**src/rtl/kdr_pkg.sv**
```systemverilog
package kdr_pkg;
  typedef enum logic [2:0] {
    SEL_NONE,
    SEL_KSTAT,
    SEL_KDATA,
    SEL_DSTAT,
    SEL_DDATA
  } reg_sel_e;
endpackage

```
**src/rtl/kdr_decode.sv**
```systemverilog
module kdr_decode
  import kdr_pkg::*;
#(
  parameter int          ADDR_W   = 16,
  parameter logic [15:0] KSTAT_AD = 16'hFE00,
  parameter logic [15:0] KDATA_AD = 16'hFE02,
  parameter logic [15:0] DSTAT_AD = 16'hFE04,
  parameter logic [15:0] DDATA_AD = 16'hFE06
) (
  input  logic [ADDR_W-1:0] addr,
  output reg_sel_e          sel
);
  always_comb begin
    sel = SEL_NONE;
    if (addr == KSTAT_AD[ADDR_W-1:0]) sel = SEL_KSTAT;
    if (addr == KDATA_AD[ADDR_W-1:0]) sel = SEL_KDATA;
    if (addr == DSTAT_AD[ADDR_W-1:0]) sel = SEL_DSTAT;
    if (addr == DDATA_AD[ADDR_W-1:0]) sel = SEL_DDATA;
  end
endmodule

```
**src/rtl/kdr_kbd_port.sv**
```systemverilog
module kdr_kbd_port #(
  parameter int CHAR_W = 8
) (
  input  logic              clk,
  input  logic              rst_n,
  input  logic              key_valid,
  input  logic [CHAR_W-1:0] key_char,
  input  logic              ie_wr,
  input  logic              ie_wdata,
  input  logic              data_rd,
  output logic              ready,
  output logic              ie,
  output logic [CHAR_W-1:0] char_q
);
  logic              ready_d, ie_d, char_en;
  logic [CHAR_W-1:0] char_d;

  always_comb begin
    ready_d = ready;
    ie_d    = ie_wr ? ie_wdata : ie;
    char_en = 1'b0;
    char_d  = key_char;
    if (ready) begin
      if (data_rd) ready_d = 1'b0;
    end else if (key_valid) begin
      ready_d = 1'b1;
      char_en = 1'b1;
    end
  end

  always_ff @(posedge clk or negedge rst_n) begin
    if (!rst_n) begin
      ready  <= 1'b0;
      ie     <= 1'b0;
      char_q <= '0;
    end else begin
      ready <= ready_d;
      ie    <= ie_d;
      if (char_en) char_q <= char_d;
    end
  end
endmodule

```
**src/rtl/kdr_disp_port.sv**
```systemverilog
module kdr_disp_port #(
  parameter int CHAR_W = 8
) (
  input  logic              clk,
  input  logic              rst_n,
  input  logic              char_wr,
  input  logic [CHAR_W-1:0] wchar,
  input  logic              ie_wr,
  input  logic              ie_wdata,
  input  logic              done,
  output logic              ready,
  output logic              ie,
  output logic [CHAR_W-1:0] char_q,
  output logic              start
);
  logic ready_d, ie_d, start_d, char_en;

  always_comb begin
    ready_d = ready;
    ie_d    = ie_wr ? ie_wdata : ie;
    start_d = 1'b0;
    char_en = 1'b0;
    if (ready) begin
      if (char_wr) begin
        ready_d = 1'b0;
        start_d = 1'b1;
        char_en = 1'b1;
      end
    end else if (done) begin
      ready_d = 1'b1;
    end
  end

  always_ff @(posedge clk or negedge rst_n) begin
    if (!rst_n) begin
      ready  <= 1'b1;
      ie     <= 1'b0;
      start  <= 1'b0;
      char_q <= '0;
    end else begin
      ready <= ready_d;
      ie    <= ie_d;
      start <= start_d;
      if (char_en) char_q <= wchar;
    end
  end
endmodule

```
**src/rtl/kbd_disp_regs.sv**
```systemverilog
module kbd_disp_regs
  import kdr_pkg::*;
#(
  parameter int          ADDR_W   = 16,
  parameter int          DATA_W   = 16,
  parameter int          CHAR_W   = 8,
  parameter logic [15:0] KSTAT_AD = 16'hFE00,
  parameter logic [15:0] KDATA_AD = 16'hFE02,
  parameter logic [15:0] DSTAT_AD = 16'hFE04,
  parameter logic [15:0] DDATA_AD = 16'hFE06
) (
  input  logic              clk,
  input  logic              rst_n,
  input  logic [ADDR_W-1:0] bus_addr,
  input  logic              bus_rd,
  input  logic              bus_wr,
  input  logic [DATA_W-1:0] bus_wdata,
  output logic [DATA_W-1:0] bus_rdata,
  input  logic              key_valid,
  input  logic [CHAR_W-1:0] key_char,
  output logic [CHAR_W-1:0] disp_char,
  output logic              disp_start,
  input  logic              disp_done,
  output logic              kbd_irq,
  output logic              disp_irq
);
  localparam int RDY_BIT = DATA_W - 1;
  localparam int IE_BIT  = DATA_W - 2;
  localparam int SYNC_N  = 2;

  // reset: asserted at once, released through a short flop chain
  logic [SYNC_N-1:0] rst_sync;
  logic              rst_int_n;

  always_ff @(posedge clk or negedge rst_n) begin
    if (!rst_n) rst_sync <= '0;
    else        rst_sync <= {rst_sync[SYNC_N-2:0], 1'b1};
  end
  assign rst_int_n = rst_sync[SYNC_N-1];

  reg_sel_e          sel;
  logic              k_ready, k_ie, d_ready, d_ie;
  logic [CHAR_W-1:0] k_char;
  logic              k_data_rd, k_ie_wr, d_ie_wr, d_char_wr;
  logic              unused_wdata;

  kdr_decode #(
    .ADDR_W(ADDR_W), .KSTAT_AD(KSTAT_AD), .KDATA_AD(KDATA_AD),
    .DSTAT_AD(DSTAT_AD), .DDATA_AD(DDATA_AD)
  ) u_dec (
    .addr(bus_addr),
    .sel (sel)
  );

  assign k_data_rd    = bus_rd && (sel == SEL_KDATA);
  assign k_ie_wr      = bus_wr && (sel == SEL_KSTAT);
  assign d_ie_wr      = bus_wr && (sel == SEL_DSTAT);
  assign d_char_wr    = bus_wr && (sel == SEL_DDATA);
  assign unused_wdata = ^bus_wdata;

  kdr_kbd_port #(.CHAR_W(CHAR_W)) u_kbd (
    .clk      (clk),
    .rst_n    (rst_int_n),
    .key_valid(key_valid),
    .key_char (key_char),
    .ie_wr    (k_ie_wr),
    .ie_wdata (bus_wdata[IE_BIT]),
    .data_rd  (k_data_rd),
    .ready    (k_ready),
    .ie       (k_ie),
    .char_q   (k_char)
  );

  kdr_disp_port #(.CHAR_W(CHAR_W)) u_disp (
    .clk     (clk),
    .rst_n   (rst_int_n),
    .char_wr (d_char_wr),
    .wchar   (bus_wdata[CHAR_W-1:0]),
    .ie_wr   (d_ie_wr),
    .ie_wdata(bus_wdata[IE_BIT]),
    .done    (disp_done),
    .ready   (d_ready),
    .ie      (d_ie),
    .char_q  (disp_char),
    .start   (disp_start)
  );

  always_comb begin
    bus_rdata = '0;
    case (sel)
      SEL_KSTAT: begin
        bus_rdata[RDY_BIT] = k_ready;
        bus_rdata[IE_BIT]  = k_ie;
      end
      SEL_KDATA: bus_rdata[CHAR_W-1:0] = k_char;
      SEL_DSTAT: begin
        bus_rdata[RDY_BIT] = d_ready;
        bus_rdata[IE_BIT]  = d_ie;
      end
      SEL_DDATA: bus_rdata[CHAR_W-1:0] = disp_char;
      default:   bus_rdata = '0;
    endcase
  end

  assign kbd_irq  = k_ready & k_ie;
  assign disp_irq = d_ready & d_ie;
endmodule

```
**config.mk**
```make
export PLATFORM = sky130hd
export DESIGN_NAME = kbd_disp_regs
export DESIGN_NICKNAME = d
export VERILOG_FILES = /design/src/rtl/kdr_pkg.sv /design/src/rtl/kdr_decode.sv /design/src/rtl/kdr_kbd_port.sv /design/src/rtl/kdr_disp_port.sv /design/src/rtl/kbd_disp_regs.sv
export SDC_FILE = /design/constraint.sdc
export NUM_CORES = 1
export LEC_CHECK = 0
export ABC_AREA = 1
export BUFFER_PORTS_ARGS = -buffer_cell sky130_fd_sc_hd__buf_2
export CORE_ASPECT_RATIO = 0.7
export CORE_MARGIN = 2
export CORE_UTILIZATION = 26
export DETAILED_ROUTE_END_ITERATION = 8
export GPL_ROUTABILITY_DRIVEN = 0
export SLEW_MARGIN = 20
export SYNTH_ARGS = -nofsm -noshare
export SYNTH_HDL_FRONTEND = slang
export SYNTH_HIERARCHICAL = 1
export SYNTH_SLANG_ARGS = --single-unit
```
**constraint.sdc**
```tcl
create_clock -name clk -period 2.4 [get_ports clk]
set_clock_uncertainty 0.05 [all_clocks]
set_input_delay 0.6 -clock clk [delete_from_list [all_inputs] [get_ports clk]]
set_output_delay 0.6 -clock clk [all_outputs]
set_load 0.02 [all_outputs]
```
==> results.md, run 1 <==
* Gr ovfl total at 0
* Yosys Warn Count at 6
* DP Worst Slack at -0.133 ns
* I/O pin cnt at 73
* WP buf/inv at 4
* Die X at 91.7 um
* Final setup fails at 10
* Max VDD drop at between 0.3 and 0.4 mV
* Max Buffers Root-to-Sink at 2
* Pleak at 0.00113 uW
* Clk_lat worst skew at 0.26 ns
* Status: complete, but fails checks
* RSZ-0062 raised after global routing: yes
* Synth Register Bits at 23
* Residual DRC at 0
* Die ar. at 6000 um^2
* Period utilization at 104%
* Hold Buf Count CTS at 0
* Fin. max-slew vios at 0
* Net load switching power at 173 uW
* Routed vias at ~1400
* CTS Root Buffer Type: clkbuf_8
* Drt pass-1 iters at 4
* Mapped Avg Cell Area at between 7 and 8 um^2
* CP endpoint: bus_rdata[2]
* Pin count of the biggest net entering global routing at 22
* Slew margin rel. at 43.1%
* Global-route wire length before repair at 5690 um
* Die height at approximately 65 um
* Max_cap viols at 0
* Sequential share of power at 55.5%
* Crit Path Max Fanout at 6
* Power Density at 333 nW/um^2
* Failing checks: negative setup slack
* FF-to-FF End: u_disp/char_q[4]
* N_diodes at 0
* Share of the synthesized area in the top cell type at 39.3%
* Vias/cell at 4.29
* Switching Share at around a quarter
* Slowest library cell on the worst path: nor2_4
* Worst reg2reg path depth at 3
* CORE AREA at between 5000 and 6000 um^2
* CP Class: input pin to output pin
* Top post-synthesis cells by area: dfrtp_1, nand2_1, nand3_1
* Clk pwr share at 33.5%
* Remaining antenna violation count at 0
* Gr usage total at 11.8%
* Largest stage delay, worst path at between 0.15 and 0.2 ns
* Post-synthesis sequential area ratio at 41.2%
* CTS tree: done
* Hold Crit Class: input pin to asynchronous set/reset pin
* Number of distinct library cells after synthesis at 23
* Minimum clock period at between 2 and 3 ns
* FMAX at approximately 400 MHz
* Syn Inst Count at around 180
* Synth-to-Final Area Change at 53.6%
* Worst-margin pin slew at 0.853 ns
* Vias in the first global route at roughly 1300
* Power Total at 716 uW
* Post-DR wirelength/cell at approximately 12 um
* Reg clk slew, reported paths at 0.08 ns
* Critical Path RT at 1.75 ns
* Post-Syn Area at 1400 um^2
* Gate power share at 11.0%
* Finished Cell Area at around 2200 um^2
* Starting Density at a little over a quarter
* Cell taking the most area after synthesis: dfrtp_1
* Reg2Reg Launch Point: u_disp/ready
* Port Buf Inserts at 59
* Setup TNS at -0.817 ns
* Final Hold Fails at 0
* Crit end category: output pin
* Critical path cell sequence: buf_6, buf_6, nor2_4, nand2_2, nor2_4, nor2_4, nor2_4, clkbuf_16, nand4_1, nand2_2, buf_6
* Layout cells sized above 1 at 51.2%
* CP delay by family, top: simple AND/OR/NAND/NOR gates
* H-tree depth at 1
* DRT iter0 DRCs at 65
* Most used cell, CP: nor2_4
* Finished Core Util at 41.1%
* Flop-to-flop setup slack at 1.27 ns
* Sink Count at 23
* Num CTS Buffers at 3
* Routed WL at 3940 um
* Area of placed instances at between 1500 and 2000 um^2
* Worst Path Arrival at 1.85 ns
* CP Depth at 11
* FP Rows at 22
* Fin nets at 299
* Startpoint Class: input pin
* Fin worst setup slack at -0.101 ns
* Power Internal at approximately 540 uW
* Detailed Place HPWL at 2720 um
* Initial antenna violation count at 0
* Critical Path Start: bus_addr[0]
cell usage in the layout (no fill, tap or decap):
| master | instances |
|---|---|
| nand3_2 | 9 |
| nor2_4 | 12 |
| nand2_1 | 44 |
| inv_2 | 4 |
| nand2_2 | 10 |
| nand2_8 | 2 |
| buf_6 | 18 |
| inv_1 | 10 |
| o21ai_1 | 1 |
| inv_4 | 5 |
| clkbuf_16 | 1 |
| buf_4 | 9 |
| nand2_4 | 3 |
| nand4_1 | 13 |
| conb_1 | 7 |
| dfstp_2 | 1 |
| nor3_2 | 1 |
| clkinv_2 | 1 |
| nor2_1 | 6 |
| nor2_2 | 3 |
| o21ai_2 | 1 |
| clkbuf_8 | 3 |
| nand3_1 | 19 |
| buf_12 | 2 |
| dfrtp_1 | 22 |
| o21ai_0 | 1 |
| buf_2 | 44 |
power by group through the flow:
stage | sequential, uW | combinational (uW) | clock (uW)
6_report | 398 | 78.7 | 240
5_1_grt | 400 | 85.8 | 266
4_1_cts | 398 | 61.9 | 251
3_5_place_dp | 406 | 59.9 | 0
3_3_place_gp | 406 | 59.4 | 0
2_1_floorplan | 404 | 31.8 | 0
routing by layer:
metal / vias to the layer above / GRT usage, % / share of wire [%]
met5: - / 0 / 0
met4: 0 / 1.12 / 0.79
met3: 4 / 3.10 / 7.7
met2: 57 / 19.0 / 45
met1: 619 / 16.7 / 46
li1: 710 / - / -
stage by stage:
step / instances / hold slack [ns]
3_5_place_dp: 314 / 0.291
6_report: 324 / 0.0508
5_1_grt: 324 / 0.0399
3_3_place_gp: 314 / 0.284
2_1_floorplan: 186 / 0.216
4_1_cts: 320 / 0.0427
state kept, by name (all words and copies together), names as in the netlist:
signal / flops
u_disp/char_q: 8
u_kbd/ready: 1
u_kbd/char_q: 8
u_disp/ie: 1
u_kbd/ie: 1
u_disp/ready: 1
u_disp/start: 1
rst_sync: 2
area by class of cell:
type,instances,area (um^2)
flip-flops and latches,23,577
clock buffers,3,41.3
clock inverters,1,5.00
well taps,72,90.1
multi-input cells,132,800
inverters,19,83.8
fillers,543,3080
repair buffers,74,556
how the worst min path moves through the flow:
stage	end	slack (ns)	cells past startpoint
global route	rst_sync[1]	0.04	1
floorplan	u_disp/char_q[0]	0.22	0
global placement	rst_sync[1]	0.28	0
finish	rst_sync[0]	0.05	1
CTS	rst_sync[0]	0.04	1
detailed placement	rst_sync[1]	0.29	0
Yosys cell counts:
master    instances
nand3_1          26
buf_4             7
nand2_1          54
o21ai_1           1
dfstp_2           1
nor2_2            4
dfrtp_1          22
nand2_2           3
nand4_1          13
nor2_4            1
o21ai_2           1
o21ai_0           1
inv_2             6
inv_4             2
inv_1            11
nor3_2            1
buf_8             1
clkbuf_8          1
buf_6             4
nand3_2           2
nor2_1           15
conb_1            2
nand2_8           2
timing repair:
item / CTS / global route
gates cloned: 1 / 1
resized for setup: 24 / 49
pin swaps: 3 / 33
buffers inserted: 1 / 4
setup endpoints to repair: 10 / 10
cells by family after synthesis:
family,count (synthesis),synth area share (%)
AO/OA/AOI/OAI,3,1.34
flip-flops,23,41.2
AND/OR/NAND/NOR,121,42.5
buffers and inverters,32,14.5
other,2,0.536
(Power assumes the default switching activity.)
==> run 2: changes to the inputs <==
--- a/config.mk
+++ b/config.mk
@@ -9,9 +9,10 @@
 export BUFFER_PORTS_ARGS = -buffer_cell sky130_fd_sc_hd__buf_2
 export CORE_ASPECT_RATIO = 0.7
 export CORE_MARGIN = 2
-export CORE_UTILIZATION = 26
+export CORE_UTILIZATION = 45
 export DETAILED_ROUTE_END_ITERATION = 8
 export GPL_ROUTABILITY_DRIVEN = 0
+export PLACE_DENSITY = 0.8
 export SLEW_MARGIN = 20
 export SYNTH_ARGS = -nofsm -noshare
 export SYNTH_HDL_FRONTEND = slang
==> results.md, run 2 (same netlist as run 1, synthesis figures left out) <==
* Max VDD drop at 0.313 mV
* Hold Crit Class: input pin to asynchronous set/reset pin
* Drt pass-1 iters at 4
* Fin. max-slew vios at 0
* Max Buffers Root-to-Sink at 2
* Layout cells sized above 1 at 49.6%
* CP Class: input pin to output pin
* Die ar. at 3580 um^2
* Port Buf Inserts at 59
* Remaining antenna violation count at 0
* Crit end category: output pin
* Most common cell after layout, fill and taps aside: buf_2
* M2 GR Usage at 37.9%
* Slew margin rel. at 42.8%
* Failing checks: negative setup slack
* Worst Path Arrival at 1.83 ns
* Post-DR wirelength/cell at about 13 um
* FP Rows at 16
* Synth-to-Final Area Change at 42.3%
* Final Hold Fails at 0
* Pin count of the biggest net entering global routing at 22
* Reg clk slew, reported paths at 0.08 ns
* Setup TNS at -0.306 ns
* Routed WL at 3770 um
* Minimum clock period at 2.48 ns
* CTS Root Buffer Type: clkbuf_8
* Die X at 70.7 um
* Vias in the first global route at 1384
* Largest regs: u_disp/char_q (8), u_kbd/char_q (8), rst_sync (2)
* H-tree depth at 1
* Fin nets at 301
* Worst-margin pin slew at 0.858 ns
* Hold_ws at 0.0548 ns
* Die height at 50.7 um
* Status: complete, but fails checks
* DP Worst Slack at -0.104 ns
* Worst reg2reg path depth at 3
* Finished Core Util at 69.2%
* Gr usage total at 21.0%
* Initial antenna violation count at 0
* Max_cap viols at 0
* Flop-to-flop setup slack at 1.28 ns
* Vias/cell at roughly 5.0
* FILL cells at 237
* Reg2Reg Launch Point: u_disp/ready
* Final setup fails at 10
* Power Density at 358 nW/um^2
* DRT iter0 DRCs at 43
* FMAX at 404 MHz
* CTS tree: done
* Starting Density at 48.6%
* Routed vias at 1442
* Gr ovfl total at 0
* RSZ-0062 raised after global routing: yes
* I/O pin cnt at 73
* Num CTS Buffers at 3
* Crit Path Max Fanout at 13
* FF-to-FF End: u_disp/char_q[3]
* Startpoint Class: input pin
* CORE AREA at about 2900 um^2
* GR Layer Usage met1 at about 26%
* Critical Path RT at between 1.5 and 2 ns
* Most frequent cells in the layout: buf_2, nand2_1, dfrtp_1
* Clk_lat worst skew at roughly 0.27 ns
* Fin worst setup slack at -0.0755 ns
* Busiest grt layer: met2
* N_diodes at 0
* Met3 usage at 4.62%
* Pleak at roughly 0.0011 uW
* Period utilization at 103%
* Sink Count at 23
* Detailed Place HPWL at approximately 2500 um
* Global-route wire length before repair at 5930 um
* Residual DRC at 0
==> run 2: cell count changes in the layout (fill, tap and decap cells not counted), moves of 3 or more <==
cell,delta
buf_2,+5
nor2_4,-5
buf_4,+4
buf_6,-4
inv_2,+4
inv_4,-3
nor2_2,+3
==> run 2: worst max path at each step <==
stage | from | endpoint | slack, ns | cells past startpoint
global placement | bus_addr[7] | bus_rdata[2] | -0.08 | 12
finish | bus_addr[8] | bus_rdata[0] | -0.08 | 10
detailed placement | bus_addr[5] | bus_rdata[3] | -0.10 | 12
global route | bus_addr[8] | bus_rdata[0] | -0.21 | 10
CTS | bus_addr[6] | bus_rdata[3] | 0.003 | 12
floorplan | bus_addr[8] | bus_rdata[0] | 0.16 | 8
==> run 2: layer usage <==
| layer | wire length [um] | part of all wire, % |
|---|---|---|
| met1 | 1500 | 40 |
| met5 | 0 | 0 |
| met3 | 339 | 9.0 |
| met4 | 51 | 1.4 |
| met2 | 1880 | 50 |
==> run 2: stage by stage <==
step	instance area [um^2]	power (uW)	instances
global route	1990	745	290
CTS	1940	713	287
finish	1990	715	290
floorplan	1420	436	186
detailed placement	1730	467	281
global placement	1730	465	281
==> run 2: cell type report <==
type	count	area, um^2	share of cell area (%)
flip-flops and latches	23	577	28.9
repair buffers	76	500	25.1
clock buffers	3	41.3	2.07
clock inverters	1	5.00	0.251
multi-input cells	132	749	37.6
inverters	19	76.3	3.83
well taps	36	45.0	2.26
==> run 2: critical path, cell delays in order <==
cell	delay, ns
buf_2	0.09
inv_1	0.04
nand4_1	0.10
buf_4	0.16
nor3_2	0.23
buf_6	0.17
inv_4	0.07
nand4_1	0.11
nand2_1	0.08
buf_2	0.17
==> run 2: where the power goes <==
part	internal [uW]	switching (uW)	total [uW]
clock	116	126	242
combinational	37.6	37.4	75.1
sequential	390	7.83	398
total	544	171	715
==> run 2: repair_timing <==
| action | CTS | global route |
|---|---|---|
| gates cloned | 1 | 1 |
| resized for setup | 38 | 14 |
| pin swaps | 17 | 11 |
| setup buffers | 2 | 2 |
| setup endpoints to repair | 8 | 10 |
| hold buffers | 0 | 0 |
